### src/rtl/dtc_pkg.sv
// Package: shared indices and the per-side control bundle for the
// dead-time and chopping output stage. Assumes exactly two sides.
package dtc_pkg;
    localparam int NUM_SIDES = 2;
    localparam int SIDE_HI   = 0;
    localparam int SIDE_LO   = 1;

    typedef struct packed {
        logic req;
        logic chop_en;
        logic out_en;
    } side_ctl_t;
endpackage

### src/rtl/dtc_deadband.sv
// Module: dtc_deadband
// Delays turn-on of one side by a programmable number of cycles. Turn-off
// follows the request with one register of latency. Turn-on is allowed only
// while the opposite request is low, so two instances never overlap.
// Assumes: dead_cnt stable while a count is running (shrinking it is tolerated).
module dtc_deadband #(
    parameter int CNT_W = 8
) (
    input  logic             clk,
    input  logic             rst_n,
    input  logic             hold_idle,
    input  logic             req_own,
    input  logic             req_other,
    input  logic [CNT_W-1:0] dead_cnt,
    output logic             dt_out
);
    localparam logic [CNT_W-1:0] ONE = CNT_W'(1);

    logic [CNT_W-1:0] wait_q;
    logic             on_q;
    logic             arm;

    // Qualify the request: own side asked, other side quiet, no shutdown.
    always_comb arm = req_own && !req_other && !hold_idle;

    // Count the dead time, then latch the side on until the request drops.
    always_ff @(posedge clk) begin
        if (!rst_n || !arm) begin
            wait_q <= '0;
            on_q   <= 1'b0;
        end else if (!on_q) begin
            if (wait_q >= dead_cnt) on_q <= 1'b1;
            else                    wait_q <= wait_q + ONE;
        end
    end

    assign dt_out = on_q;
endmodule

### src/rtl/dtc_carrier.sv
// Module: dtc_carrier
// Free-running 50% duty square wave. Toggles after half_div+1 cycles.
// Assumes: half_div may change at any time; the >= compare avoids a wrap.
module dtc_carrier #(
    parameter int DIV_W = 8
) (
    input  logic             clk,
    input  logic             rst_n,
    input  logic [DIV_W-1:0] half_div,
    output logic             carrier
);
    localparam logic [DIV_W-1:0] ONE = DIV_W'(1);

    logic [DIV_W-1:0] tick_q;
    logic             wave_q;

    // Divide the clock and flip the wave at the end of each half period.
    always_ff @(posedge clk) begin
        if (!rst_n) begin
            tick_q <= '0;
            wave_q <= 1'b0;
        end else if (tick_q >= half_div) begin
            tick_q <= '0;
            wave_q <= !wave_q;
        end else begin
            tick_q <= tick_q + ONE;
        end
    end

    assign carrier = wave_q;
endmodule

### src/rtl/dtc_gate.sv
// Module: dtc_gate
// Combinational output gating for one side: optional carrier mixing,
// output enable and immediate shutdown blanking. Assumes inputs are glitch
// tolerable at the pad (no output register, so shutdown acts at once).
module dtc_gate (
    input  logic dt_in,
    input  logic carrier,
    input  logic chop_en,
    input  logic out_en,
    input  logic shutdown,
    output logic drive
);
    logic mixed;

    // Mix in the carrier when chopping is selected for this side.
    always_comb mixed = chop_en ? (dt_in && carrier) : dt_in;

    // Apply enable and shutdown last so nothing upstream can bypass them.
    always_comb drive = mixed && out_en && !shutdown;
endmodule

### src/rtl/pwm_dtc_stage.sv
// Module: pwm_dtc_stage
// One phase output stage: per-side dead-time insertion followed by carrier
// mixing and gating. Assumes the ideal pair comes from a synchronous source
// in the same clock domain; shutdown may be asynchronous (combinational path).
module pwm_dtc_stage #(
    parameter int DT_W  = 8,
    parameter int DIV_W = 8
) (
    input  logic             clk,
    input  logic             rst_n,
    input  logic             hi_req,
    input  logic             lo_req,
    input  logic [DT_W-1:0]  dead_cnt,
    input  logic [DIV_W-1:0] chop_div,
    input  logic             chop_en_hi,
    input  logic             chop_en_lo,
    input  logic             out_en_hi,
    input  logic             out_en_lo,
    input  logic             shutdown,
    output logic             drive_hi,
    output logic             drive_lo
);
    import dtc_pkg::*;

    dtc_pkg::side_ctl_t      ctl [NUM_SIDES];
    logic [NUM_SIDES-1:0]    req_v;
    logic [NUM_SIDES-1:0]    dt_v;
    logic [NUM_SIDES-1:0]    drv_v;
    logic                    carrier;

    // Bundle the per-side controls so both sides share one structure.
    always_comb begin
        ctl[SIDE_HI] = '{req: hi_req, chop_en: chop_en_hi, out_en: out_en_hi};
        ctl[SIDE_LO] = '{req: lo_req, chop_en: chop_en_lo, out_en: out_en_lo};
    end

    dtc_carrier #(.DIV_W(DIV_W)) u_carrier (
        .clk      (clk),
        .rst_n    (rst_n),
        .half_div (chop_div),
        .carrier  (carrier)
    );

    for (genvar s = 0; s < NUM_SIDES; s++) begin : g_side
        assign req_v[s] = ctl[s].req;

        dtc_deadband #(.CNT_W(DT_W)) u_deadband (
            .clk       (clk),
            .rst_n     (rst_n),
            .hold_idle (shutdown),
            .req_own   (req_v[s]),
            .req_other (req_v[NUM_SIDES-1-s]),
            .dead_cnt  (dead_cnt),
            .dt_out    (dt_v[s])
        );

        dtc_gate u_gate (
            .dt_in    (dt_v[s]),
            .carrier  (carrier),
            .chop_en  (ctl[s].chop_en),
            .out_en   (ctl[s].out_en),
            .shutdown (shutdown),
            .drive    (drv_v[s])
        );
    end

    assign drive_hi = drv_v[SIDE_HI];
    assign drive_lo = drv_v[SIDE_LO];
endmodule

### config.mk
export PLATFORM = sky130hd
export DESIGN_NAME = pwm_dtc_stage
export DESIGN_NICKNAME = d
export VERILOG_FILES = /design/src/rtl/dtc_pkg.sv /design/src/rtl/dtc_deadband.sv /design/src/rtl/dtc_carrier.sv /design/src/rtl/dtc_gate.sv /design/src/rtl/pwm_dtc_stage.sv
export SDC_FILE = /design/constraint.sdc
export NUM_CORES = 1
export LEC_CHECK = 0
export ABC_AREA = 1
export BUFFER_PORTS_ARGS = -buffer_cell sky130_fd_sc_hd__buf_2
export CAP_MARGIN = 20
export CELL_PAD_IN_SITES_DETAIL_PLACEMENT = 0
export CELL_PAD_IN_SITES_GLOBAL_PLACEMENT = 1
export CORE_MARGIN = 2
export CORE_UTILIZATION = 35
export CTS_CLUSTER_DIAMETER = 30
export CTS_CLUSTER_SIZE = 20
export DETAILED_ROUTE_END_ITERATION = 6
export PLACE_DENSITY_LB_ADDON = 0.2
export SLEW_MARGIN = 15
export SYNTH_ARGS = -nofsm -noshare
export SYNTH_HDL_FRONTEND = slang
export SYNTH_HIERARCHICAL = 1
export SYNTH_SLANG_ARGS = --single-unit
export TNS_END_PERCENT = 20
### constraint.sdc
create_clock -name clk -period 1.3 [get_ports clk]
set_input_delay 0.195 -clock clk [delete_from_list [all_inputs] [get_ports clk]]
set_output_delay 0.195 -clock clk [all_outputs]
set_load 0.03 [all_outputs]
# Yosys cells after proc, flatten, opt, wreduce, memory -nomap -nowiden
# Index checks and enable logic that the tools add are counted.
# W data, S select, Z words.
dict set report totals {
  ff_bits 27
  latchBits 0
  mem_bits_rw 0
  mem_bits_ro 0
  inputBits 25
  output_inout_bits 2
  word_cells 45
  mem_count 0
}
dict set report op_classes {
  n_addsub 3
  multipliers 0
  div_mod_pow 0
  magnitude_cmp 3
  eq_ne 0
  n_shift 0
  mux 6
  bitwise 5
  reduce_logical 22
}
# cell count
set op_table {}
lappend op_table {{$add A8 B1 Y8 const B} 3}
lappend op_table {{$ge A8 B8 Y1} 3}
lappend op_table {{$logic_and A1 B1 Y1} 10}
lappend op_table {{$logic_not A1 Y1} 7}
lappend op_table {{$mux W1} 6}
lappend op_table {{$not A1 Y1} 5}
lappend op_table {{$reduce_and A2 Y1} 2}
lappend op_table {{$logic_or A1 B1 Y1} 2}
lappend op_table {{$reduce_or A2 Y1} 1}

# Logic depth before layout (Yosys ltp)
# Gate-level depths: netlist of the first run.
dict set report depth {
  depth_word 5
  mapped_depth 12
  depth_no_buf 12
}

# Modules after synthesis
# The synthesis of the first run kept the hierarchy.
# mod n_inst cells_per_inst area_each_um2
set by_module_without_submodules {}
lappend by_module_without_submodules {{dtc_deadband at g_side[1].u_deadband} 1 127 807.0}
lappend by_module_without_submodules {{dtc_deadband at g_side[0].u_deadband} 1 127 782.0}
lappend by_module_without_submodules {dtc_carrier 1 77 594.3}
lappend by_module_without_submodules {dtc_gate 2 5 20.0}

# Worst setup path after synthesis of the first run
# Ideal clock, no wire load.
dict set report synth_timing {
  kind {reg-to-reg}
  start {register g_side[0].u_deadband.wait_q[0]}
  end {register g_side[0].u_deadband.wait_q[7]}
  arrival_time_ps 1275
  t_required_ps 1187
  setup_slack_ps -88
  stages_incl_launch_ff 13
  n_path_buf 0
  cell_sequence {dfxtp_1 > inv_1 > ha_1 > inv_1 > nand2_1 > nand2_1 > nand2_1 > nand2_1 > nand2_1 > nand2_1 > nand4_1 > nand2_1 > nor2_1}
}
dict set report synth_via {
  elab_chain_cells 3
  elab_cells_between_ends 4
}
# element line
set synth_lines {}
lappend synth_lines {{start, declared} dtc_deadband.sv:19} ;# logic [CNT_W-1:0] wait_q;
lappend synth_lines {{start signal, assigned} dtc_deadband.sv:33} ;# else wait_q <= wait_q + ONE;
lappend synth_lines {{$ge A8 B8 Y1} dtc_deadband.sv:32} ;# if (wait_q >= dead_cnt) on_q <= 1'b1;
lappend synth_lines {{$not A1 Y1 (no line)} --}
lappend synth_lines {{$reduce_and A2 Y1 (no line)} --}
# Several ways; a longest one is shown, not always the timed one.
# A chain may end at the register's enable or synchronous reset.

# Worst setup path in the final report of the first run
dict set report layout_timing {
  start {register g_side[1].u_deadband.wait_q[7]}
  end {register g_side[1].u_deadband.wait_q[1]}
}
dict set report layout_via {
  elab_chain_cells 3
}
# element line
set layout_lines {}
lappend layout_lines {{start, declared} dtc_deadband.sv:19}
lappend layout_lines {{start signal, assigned} dtc_deadband.sv:33}
lappend layout_lines {{$ge A8 B8 Y1} dtc_deadband.sv:32}
lappend layout_lines {{$not A1 Y1 (no line)} --}
lappend layout_lines {{$reduce_and A2 Y1 (no line)} --}
# No other way between the ends.

==> impl_metrics.csv, run 1 <==
group,metric,value,unit
status,outcome,"finished with violations",
status,violations,"setup timing",
place,routabilityCongestion,0.770,
worst_hold_path,min_path_cells,3,
yosys,netlist_area,2220,µm²
clocking,clk-insertion-delay-late,0.28,ns
setup_path,cpLargestDelayFamily,"simple AND/OR/NAND/NOR gates",
timing,fin_crit_sh,111,%
timing,skew,0.00230,ns
yosys,ys_seq_elements,27,
finish,drive_above_1_share,33.7,%
clocking,clk_pin_slew,0.10,ns
worst_hold_path,hold_class,"input pin to flip-flop",
clocking,ctsHtreeMaxLevel,1,
setup_path,crit_top_cell,"nand2_1",
routing,first_pass_iters,4,
yosys,synth_mux_area_share,0,%
finish,final_common_cell,"nand2_1",
setup_path,crit_fanout,5,
timing,final_max_slew_viol_count,0,
yosys,syn_inst,341,
yosys,avgSynthCellArea,6.52,µm²
run,max_cap_viol_count,0,
yosys,synth_adder_area_share,15.2,%
clocking,root_buffer,"clkbuf_8",
yosys,seq_area_frac_synth,24.3,%
setup_path,setup.worst_path.start_class,"flip-flop",
clocking,hold_buffers,0,
timing,whs,0.185,ns
timing,setup_violations,26,
setup_path,crit_path_end_kind,"flip-flop",
place,io_buffers,26,
finish,stdcell_count,490,
yosys,synth_nets,393,
floorplan,std_cell_rows,29,
global_route,antenna_found_initial,0,
global_route,overflow,0,
yosys,yosysWarnings,6,
clocking,cts_buffer_depth,2,
finish,area_delta_synth_final,37.7,%
yosys,yosys.area_share.simple,41.1,%
floorplan,start_util,35.6,%
floorplan,core_area,6240,µm²
yosys,synth_top_family_by_area,"simple AND/OR/NAND/NOR gates",
routing,num_vias,2205,
setup_path,max_stage_delay,0.37,ns
global_route,grt_start_max_net_pins,16,
floorplan,die-width,83.7,µm
finish,nets,466,
timing,fin_setup_tns,-2.56,ns
routing,wl,5440,µm
routing,wl_per_cell,11.1,µm
place,place_ws,-0.232,ns
setup_path,path_cells,"ha_4, a21o_4, nor2_4, nand4_4, nand2_1, nand2_1, nor2_1",
global_route,grt_pass1_vias,2208,
routing,ant_nets,0,
routing,drt_iter0_drc,46,
timing,period_needed,1.45,ns
power,p_leak,1.57,nW
place,post-dp-hpwl,4410,µm
setup_path,path_class,"flip-flop to flip-flop",
timing,rsz0062_at_grt,"yes",
global_route,grt_pass1_wl,9630,µm
timing,slew_headroom,81.8,%
place,dp.cells,484,
yosys,synthDistinctLibCells,24,
timing,hold_viol,0,
finish,stdcell_area,3060,µm²
timing,max_freq,690,MHz
finish,antenna_cells,0,
yosys,synth_xor_area_share,1.97,%
global_route,grt_util_all_layers,16.5,%
setup_path,reg2regPathDepth,7,
power,power-per-cell-area,535,nW/µm²
finish,final_cell_mix,"nand2_1, inv_1, nor2_1, buf_4, nand4_1",
setup_path,crit_buf_inv,0,
floorplan,dieArea,7010,µm²
routing,drc,0,
setup_path,required,1.52,ns
yosys,synth_compound_area_share,3.10,%
floorplan,io-pin-count,27,
setup_path,slowest_stage,"dfxtp_4",
routing,drt-vias-per-instance,4.50,
timing,tightest_slew,0.271,ns
power,peakVddDrop,429,µV
clocking,clock_sinks,27,
setup_path,critical_path_cell_count,7,
timing,worst_slack,-0.149,ns
setup_path,crit_arrival,1.67,ns
place,placed_area,2840,µm²
floorplan,fp.dieH,83.7,µm
clocking,cts_tree,"yes",
clocking,cts_buffers,3,
-- sequential cells by signal (all words and copies together), names as in the netlist --
name                      flops
u_carrier/carrier             1
g_side.u_deadband/dt_out      2
g_side.u_deadband/wait_q     16
u_carrier/tick_q              8
-- worst paths after layout --
path,from,end,slack (ns)
max,g_side[1].u_deadband/wait_q[7],g_side[1].u_deadband/wait_q[1],-0.15
min reg2reg,u_carrier/tick_q[0],u_carrier/tick_q[0],0.51
min,rst_n,u_carrier/carrier,0.19
max reg2reg,g_side[1].u_deadband/wait_q[7],g_side[1].u_deadband/wait_q[1],-0.15
-- metal layers --
| metal | up-vias | global-route usage, % | part of all wire, % |
|---|---|---|---|
| li1 | 1206 | - | - |
| met1 | 980 | 19.1 | 45 |
| met2 | 15 | 31.9 | 52 |
| met3 | 4 | 2.97 | 1.9 |
| met4 | 0 | 2.79 | 0.68 |
| met5 | - | 0 | 0 |
-- through the flow --
step / total power [mW] / utilization (%)
final: 1.64 / 49.1
after detailed placement: 1.14 / 45.5
after global routing: 1.74 / 49.1
after global placement: 1.13 / 45.5
after floorplan: 1.02 / -
after CTS: 1.66 / 47.1
-- repair_timing --
item,CTS,global route
resized for setup,9,25
hold endpoints to repair,0,0
setup buffers,0,1
gates cloned,1,0
pin swaps,5,13
endpoints found under the setup margin,28,28
-- tightest hold or removal path: cells and delay by family --
family	cells	cell delay, ns
buf+inv	1	0.14
simple gates	2	0.10
-- synthesized netlist by cell type --
library cell / count / area (µm²)
nand2_4: 1 / 11.3
ha_1: 27 / 338
a21oi_2: 3 / 26.3
nand3_1: 10 / 50.1
nand4_1: 26 / 163
inv_1: 76 / 285
xor2_1: 2 / 17.5
clkinv_1: 2 / 7.51
xnor2_1: 3 / 26.3
a21oi_1: 4 / 20.0
nand4_2: 2 / 25.0
a21o_1: 3 / 22.5
nand2_1: 89 / 334
and3_1: 1 / 6.26
dfxtp_1: 27 / 541
inv_2: 1 / 3.75
nor3_1: 2 / 10.0
nor2_2: 5 / 31.3
nor2_4: 4 / 45.0
nand2_2: 3 / 18.8
nand3_4: 1 / 17.5
buf_6: 2 / 22.5
nor3_2: 4 / 40.0
nor2_1: 43 / 161
-- report_power, final --
part | internal [mW] | switching [mW]
clock network | 0.216 | 0.290
registers | 0.835 | 0.00688
logic | 0.134 | 0.157
-- area by class of cell --
class,instances,area [µm²]
fillers,672,3180
flip-flops and latches,27,563
clock inverters,1,5.00
well taps,77,96.3
inverters,79,297
repair buffers,69,475
multi-input cells,234,1580
clock buffers,3,41.3
-- logic make-up (layout without fill, tap and decap cells) --
kind of cell / Yosys count / in the layout
simple gates: 191 / 192
xor+xnor: 5 / 5
fa+ha+maj: 27 / 27
buf+inv: 81 / 152
compound gates: 10 / 10
flops: 27 / 27
No activity file was read; power rests on OpenSTA's default activity.
==> inputs of run 2 (changes only) <==
- CORE_ASPECT_RATIO: not set -> 0.6
- CORE_UTILIZATION: 35 -> 37
==> run 2 against run 1 <==
Against the previous run: the run still ends with setup timing left; register-to-register slack barely moved; clock power fell by 2%; combinational power fell by 1%; global-route usage rose by 0.57 points; count of clock-buffer cells in the layout rose by 1; clock skew rose by 0.0013 ns; non-clock buffer count fell by 8; critical path type unchanged; critical endpoint is now g_side[1].u_deadband/wait_q[5].
==> impl_metrics.csv, run 2 (synthesized netlist as in run 1, its figures left out) <==
group,metric,value,unit
status,outcome,"finished with violations",
status,violations,"setup timing",
place,placed_area,2730,µm²
setup_path,path_cells,"ha_4, nand2_2, a21oi_4, nor2_4, buf_4, nand4_1, nand2_1, nor2_1",
routing,num_vias,2135,
finish,final_common_cell,"nand2_1",
setup_path,worstReg2RegStart,"g_side[1].u_deadband/wait_q[7]",
setup_path,cp-endpoint,"g_side[1].u_deadband/wait_q[5]",
clocking,clock_sinks,27,
power,power-per-cell-area,526,nW/µm²
global_route,overflow,0,
floorplan,dieArea,6670,µm²
global_route,antenna_found_initial,0,
routing,drt-vias-per-instance,4.40,
clocking,cts_tree,"yes",
power,p_total,1.63,mW
timing,period_needed,1.44,ns
setup_path,required,1.51,ns
setup_path,crit_path_end_kind,"flip-flop",
setup_path,max_stage_delay,0.35,ns
run,max_cap_viol_count,0,
finish,area_delta_synth_final,39.3,%
setup_path,slowest_stage,"dfxtp_2",
finish,final_cell_mix,"nand2_1, inv_1, nor2_1, buf_4",
timing,whs,0.192,ns
clocking,ctsHtreeMaxLevel,1,
finish,post-route-util,54.6,%
clocking,hold_buffers,0,
floorplan,start_util,39.2,%
setup_path,crit_arrival,1.65,ns
timing,max_freq,692,MHz
global_route,grt_pass1_vias,1942,
clocking,cts_buffers,3,
global_route,use_met2,22.7,%
finish,antenna_cells,0,
finish,drive_above_1_share,36.3,%
power,peakVddDrop,317,µV
setup_path,reg2reg_to,"g_side[1].u_deadband/wait_q[5]",
floorplan,std_cell_rows,21,
timing,setup_violations,27,
clocking,root_buffer,"clkbuf_8",
setup_path,reg2regPathDepth,8,
worst_hold_path,hold_class,"input pin to flip-flop",
timing,fin_setup_tns,-2.45,ns
place,place_ws,-0.267,ns
global_route,grt_busiest_layer,"met1",
place,routabilityCongestion,0.838,
timing,skew,0.00362,ns
routing,wl,5550,µm
setup_path,critical_path_cell_count,8,
global_route,use_met1,27.3,%
routing,ant_nets,0,
floorplan,fp.dieH,64.0,µm
finish,nets,458,
clocking,clk-insertion-delay-late,0.27,ns
floorplan,io-pin-count,27,
setup_path,setup.worst_path.start_class,"flip-flop",
timing,rsz0062_at_grt,"yes",
finish,largest_reg_flops,16,
setup_path,reg2reg_setup_slack,-0.14,ns
global_route,grt_util_all_layers,17.1,%
finish,top_register,"g_side.u_deadband/wait_q",
setup_path,crit_fanout,5,
routing,drt_iter0_drc,117,
setup_path,path_class,"flip-flop to flip-flop",
setup_path,crit_buf_inv,1,
place,post-dp-hpwl,4200,µm
global_route,met3_usage,4.49,%
place,io_buffers,26,
routing,wl_per_cell,11.4,µm
timing,hold_viol,0,
global_route,grt_start_max_net_pins,15,
setup_path,cpLargestDelayFamily,"simple AND/OR/NAND/NOR gates",
place,dp.cells,474,
floorplan,core_area,5680,µm²
timing,fin_crit_sh,111,%
routing,first_pass_iters,4,
power,p_leak,1.56,nW
timing,final_max_slew_viol_count,0,
global_route,grt_pass1_wl,9200,µm
timing,worst_slack,-0.145,ns
finish,stdcell_count,485,
floorplan,die-width,104,µm
setup_path,crit_start,"g_side[1].u_deadband/wait_q[7]",
clocking,clk_pin_slew,0.10,ns
timing,tightest_slew,0.299,ns
routing,drc,0,
finish,stdcell_area,3100,µm²
clocking,cts_buffer_depth,2,
timing,slew_headroom,79.9,%
-- run 2: routing by layer --
metal / up-vias / wire, µm / share of wire [%]
met2: 58 / 1980 / 36
met3: 2 / 410 / 7.4
met4: 0 / 8 / 0.14
met5: - / 0 / 0
met1: 883 / 3160 / 57
li1: 1192 / - / -
-- run 2: area by class of cell --
class / instances / area, µm²
Clock buffer: 4 / 45.0
Timing Repair Buffer: 61 / 413
Multi-Input combinational cell: 234 / 1670
Sequential cell: 27 / 569
Fill cell: 554 / 2580
Tap cell: 80 / 100
Inverter: 79 / 297
-- run 2: worst min path at each step --
stage	start	to	slack [ns]	depth (start not counted)
CTS	rst_n	u_carrier/carrier	0.18	3
detailed placement	rst_n	u_carrier/carrier	0.49	3
floorplan	rst_n	u_carrier/carrier	0.32	2
finish	rst_n	u_carrier/carrier	0.19	3
global route	rst_n	u_carrier/carrier	0.21	3
global placement	rst_n	u_carrier/carrier	0.49	3
-- run 2: worst min-delay path, cell delays in order --
cell and delay (ns):
buf_2 0.14, nand2_1 0.07, nor2_1 0.03
-- run 2: what timing repair did --
| item | 4_1_cts | 5_1_grt |
|---|---|---|
| buffers inserted | 4 | 2 |
| cloned | 1 | 0 |
| pin swaps | 14 | 16 |
| endpoints found under the hold margin | 0 | 0 |
| gates resized for setup | 19 | 33 |
| endpoints found under the setup margin | 27 | 28 |
-- run 2: where the power goes --
| group | internal (mW) | switching, mW |
|---|---|---|
| clock network | 0.220 | 0.275 |
| logic | 0.127 | 0.160 |
| registers | 0.836 | 0.0106 |
| total | 1.18 | 0.446 |
==> inputs of run 3 (changes only) <==
- CORE_UTILIZATION: 37 -> 42
- clock period: 1.3 -> 1.7 ns (I/O delays scaled with it)
==> run 3 against run 2 <==
Against the previous run: the flow now finishes without violations; combinational power down 40%; global-route usage grew 0.43 points; non-clock buffer count shrank 21; largest cell class unchanged; utilization down 3.8 points; clock power decreased by 22%; sequential power shrank 23%; wire length fell by 14%; count of clock-buffer cells in the layout did not move; critical endpoint is now g_side[1].u_deadband/wait_q[6]; final cell count down 7.4%; register-to-register slack better by 0.27 ns; highest routed layer unchanged.
==> impl_metrics.csv, run 3 (synthesized netlist as in run 1, its figures left out) <==
group,metric,value,unit
timing,hold_viol,0,
clocking,cts_buffers,3,
floorplan,dieArea,5910,µm²
clocking,cts_buffer_depth,2,
floorplan,core_area,5080,µm²
power,peakVddDrop,286,µV
finish,top_register,"g_side.u_deadband/wait_q",
finish,stdcell_area,2580,µm²
setup_path,crit_fanout,8,
floorplan,std_cell_rows,20,
clocking,clock_sinks,27,
global_route,grt_pass1_wl,8420,µm
run,max_cap_viol_count,0,
setup_path,path_class,"flip-flop to flip-flop",
floorplan,fp.dieH,60.4,µm
global_route,grt_pass1_vias,1883,
floorplan,start_util,43.8,%
routing,drt-vias-per-instance,4.55,
timing,max_freq,636,MHz
clocking,cts_tree,"yes",
global_route,grt_util_all_layers,17.6,%
global_route,met3_usage,3.46,%
global_route,grt_start_max_net_pins,15,
finish,fillers,553,
global_route,use_met1,26.6,%
place,routabilityCongestion,0.779,
routing,drc,0,
setup_path,crit_arrival,1.79,ns
clocking,clk_pin_slew,0.10,ns
place,placed_area,2500,µm²
floorplan,die-width,97.9,µm
timing,period_needed,1.57,ns
finish,post-route-util,50.8,%
place,place_ws,0.0469,ns
clocking,hold_buffers,0,
power,p_leak,1.36,nW
routing,first_pass_iters,4,
finish,area_delta_synth_final,16.0,%
status,outcome,"complete, no violations",
setup_path,crit_path_end_kind,"flip-flop",
routing,drt_iter0_drc,47,
timing,slew_headroom,82.0,%
clocking,clk-insertion-delay-late,0.28,ns
power,p_total,1.21,mW
routing,ant_nets,0,
setup_path,required,1.92,ns
setup_path,setup.worst_path.start_class,"flip-flop",
routing,wl,4750,µm
timing,fin_crit_sh,92.4,%
place,post-dp-hpwl,3820,µm
worst_hold_path,hold_class,"input pin to flip-flop",
finish,largest_reg_flops,16,
timing,final_max_slew_viol_count,0,
global_route,grt_busiest_layer,"met2",
finish,nets,436,
finish,final_cell_mix,"nand2_1, inv_1, nor2_1, ha_1",
finish,final_common_cell,"nand2_1",
clocking,root_buffer,"clkbuf_8",
global_route,use_met2,26.8,%
routing,num_vias,2045,
power,power-per-cell-area,468,nW/µm²
global_route,antenna_found_initial,0,
timing,skew,0.00251,ns
place,io_buffers,26,
global_route,overflow,0,
clocking,ctsHtreeMaxLevel,1,
floorplan,io-pin-count,27,
timing,worst_slack,0.129,ns
timing,fin_setup_tns,0,ns
finish,drive_above_1_share,19.1,%
routing,wl_per_cell,10.6,µm
finish,antenna_cells,0,
timing,rsz0062_at_grt,"no",
timing,tightest_slew,0.268,ns
timing,setup_violations,0,
==> run 3: cell types whose count changed in the layout (fill, tap and decap cells not counted), moves of 3 or more <==
cell and change:
buf_4 -18, dfxtp_1 +17, dfxtp_2 -15, ha_1 +14, ha_4 -14, nand2_1 +12, nand2_2 -6, nand2_4 -6
inv_1 +3, inv_2 -3
==> run 3: power by group <==
group	internal (mW)	switching [mW]	leakage (nW)
logic	0.0743	0.0986	1.11
registers	0.641	0.00818	0.219
clock network	0.168	0.216	0.0228
==> run 3: cell type report <==
| class | instances | area (µm²) | area share [%] |
|---|---|---|---|
| well taps | 66 | 82.6 | 3.20 |
| repair buffers | 40 | 235 | 9.12 |
| inverters | 79 | 297 | 11.5 |
| clock buffers | 4 | 45.0 | 1.75 |
| multi-input cells | 233 | 1380 | 53.4 |
| flip-flops and latches | 27 | 543 | 21.1 |
==> run 3: routing by layer <==
metal  vias up  wire length (µm)
met4         0                12
li1       1145                 -
met2        16              1760
met1       882              2850
met3         2               132
met5         -                 0
==> run 3: worst max-delay path, stage by stage, from the launching register on <==
cell	delay (ns)
dfxtp_1	0.34
ha_1	0.29
nand2_1	0.15
a21oi_2	0.07
nor2_4	0.21
buf_4	0.18
nand4_1	0.09
nand2_1	0.07
inv_1	0.03
nor2_1	0.08
==> run 3: through the flow <==
step,hold WS [ns],std cells
floorplan,0.376,341
global placement,0.457,443
detailed placement,0.458,443
CTS,0.232,447
global route,0.241,449
finish,0.241,449
==> run 3: path summary, 6_finish.rpt <==
path                                        from                             end  slack (ns)  depth (start not counted)
setup / recovery  g_side[1].u_deadband/wait_q[7]  g_side[1].u_deadband/wait_q[6]        0.13                          9
hold reg to reg              u_carrier/tick_q[0]             u_carrier/tick_q[0]        0.48                          1
hold / removal                             rst_n               u_carrier/carrier        0.24                          3
setup reg to reg  g_side[1].u_deadband/wait_q[7]  g_side[1].u_deadband/wait_q[6]        0.13                          9
==> run 3: repair_timing <==
action                     4_1_cts  5_1_grt
hold endpoints to repair         0        0
gates resized for setup          0        6
buffers inserted                 0        2
setup endpoints to repair        0       10
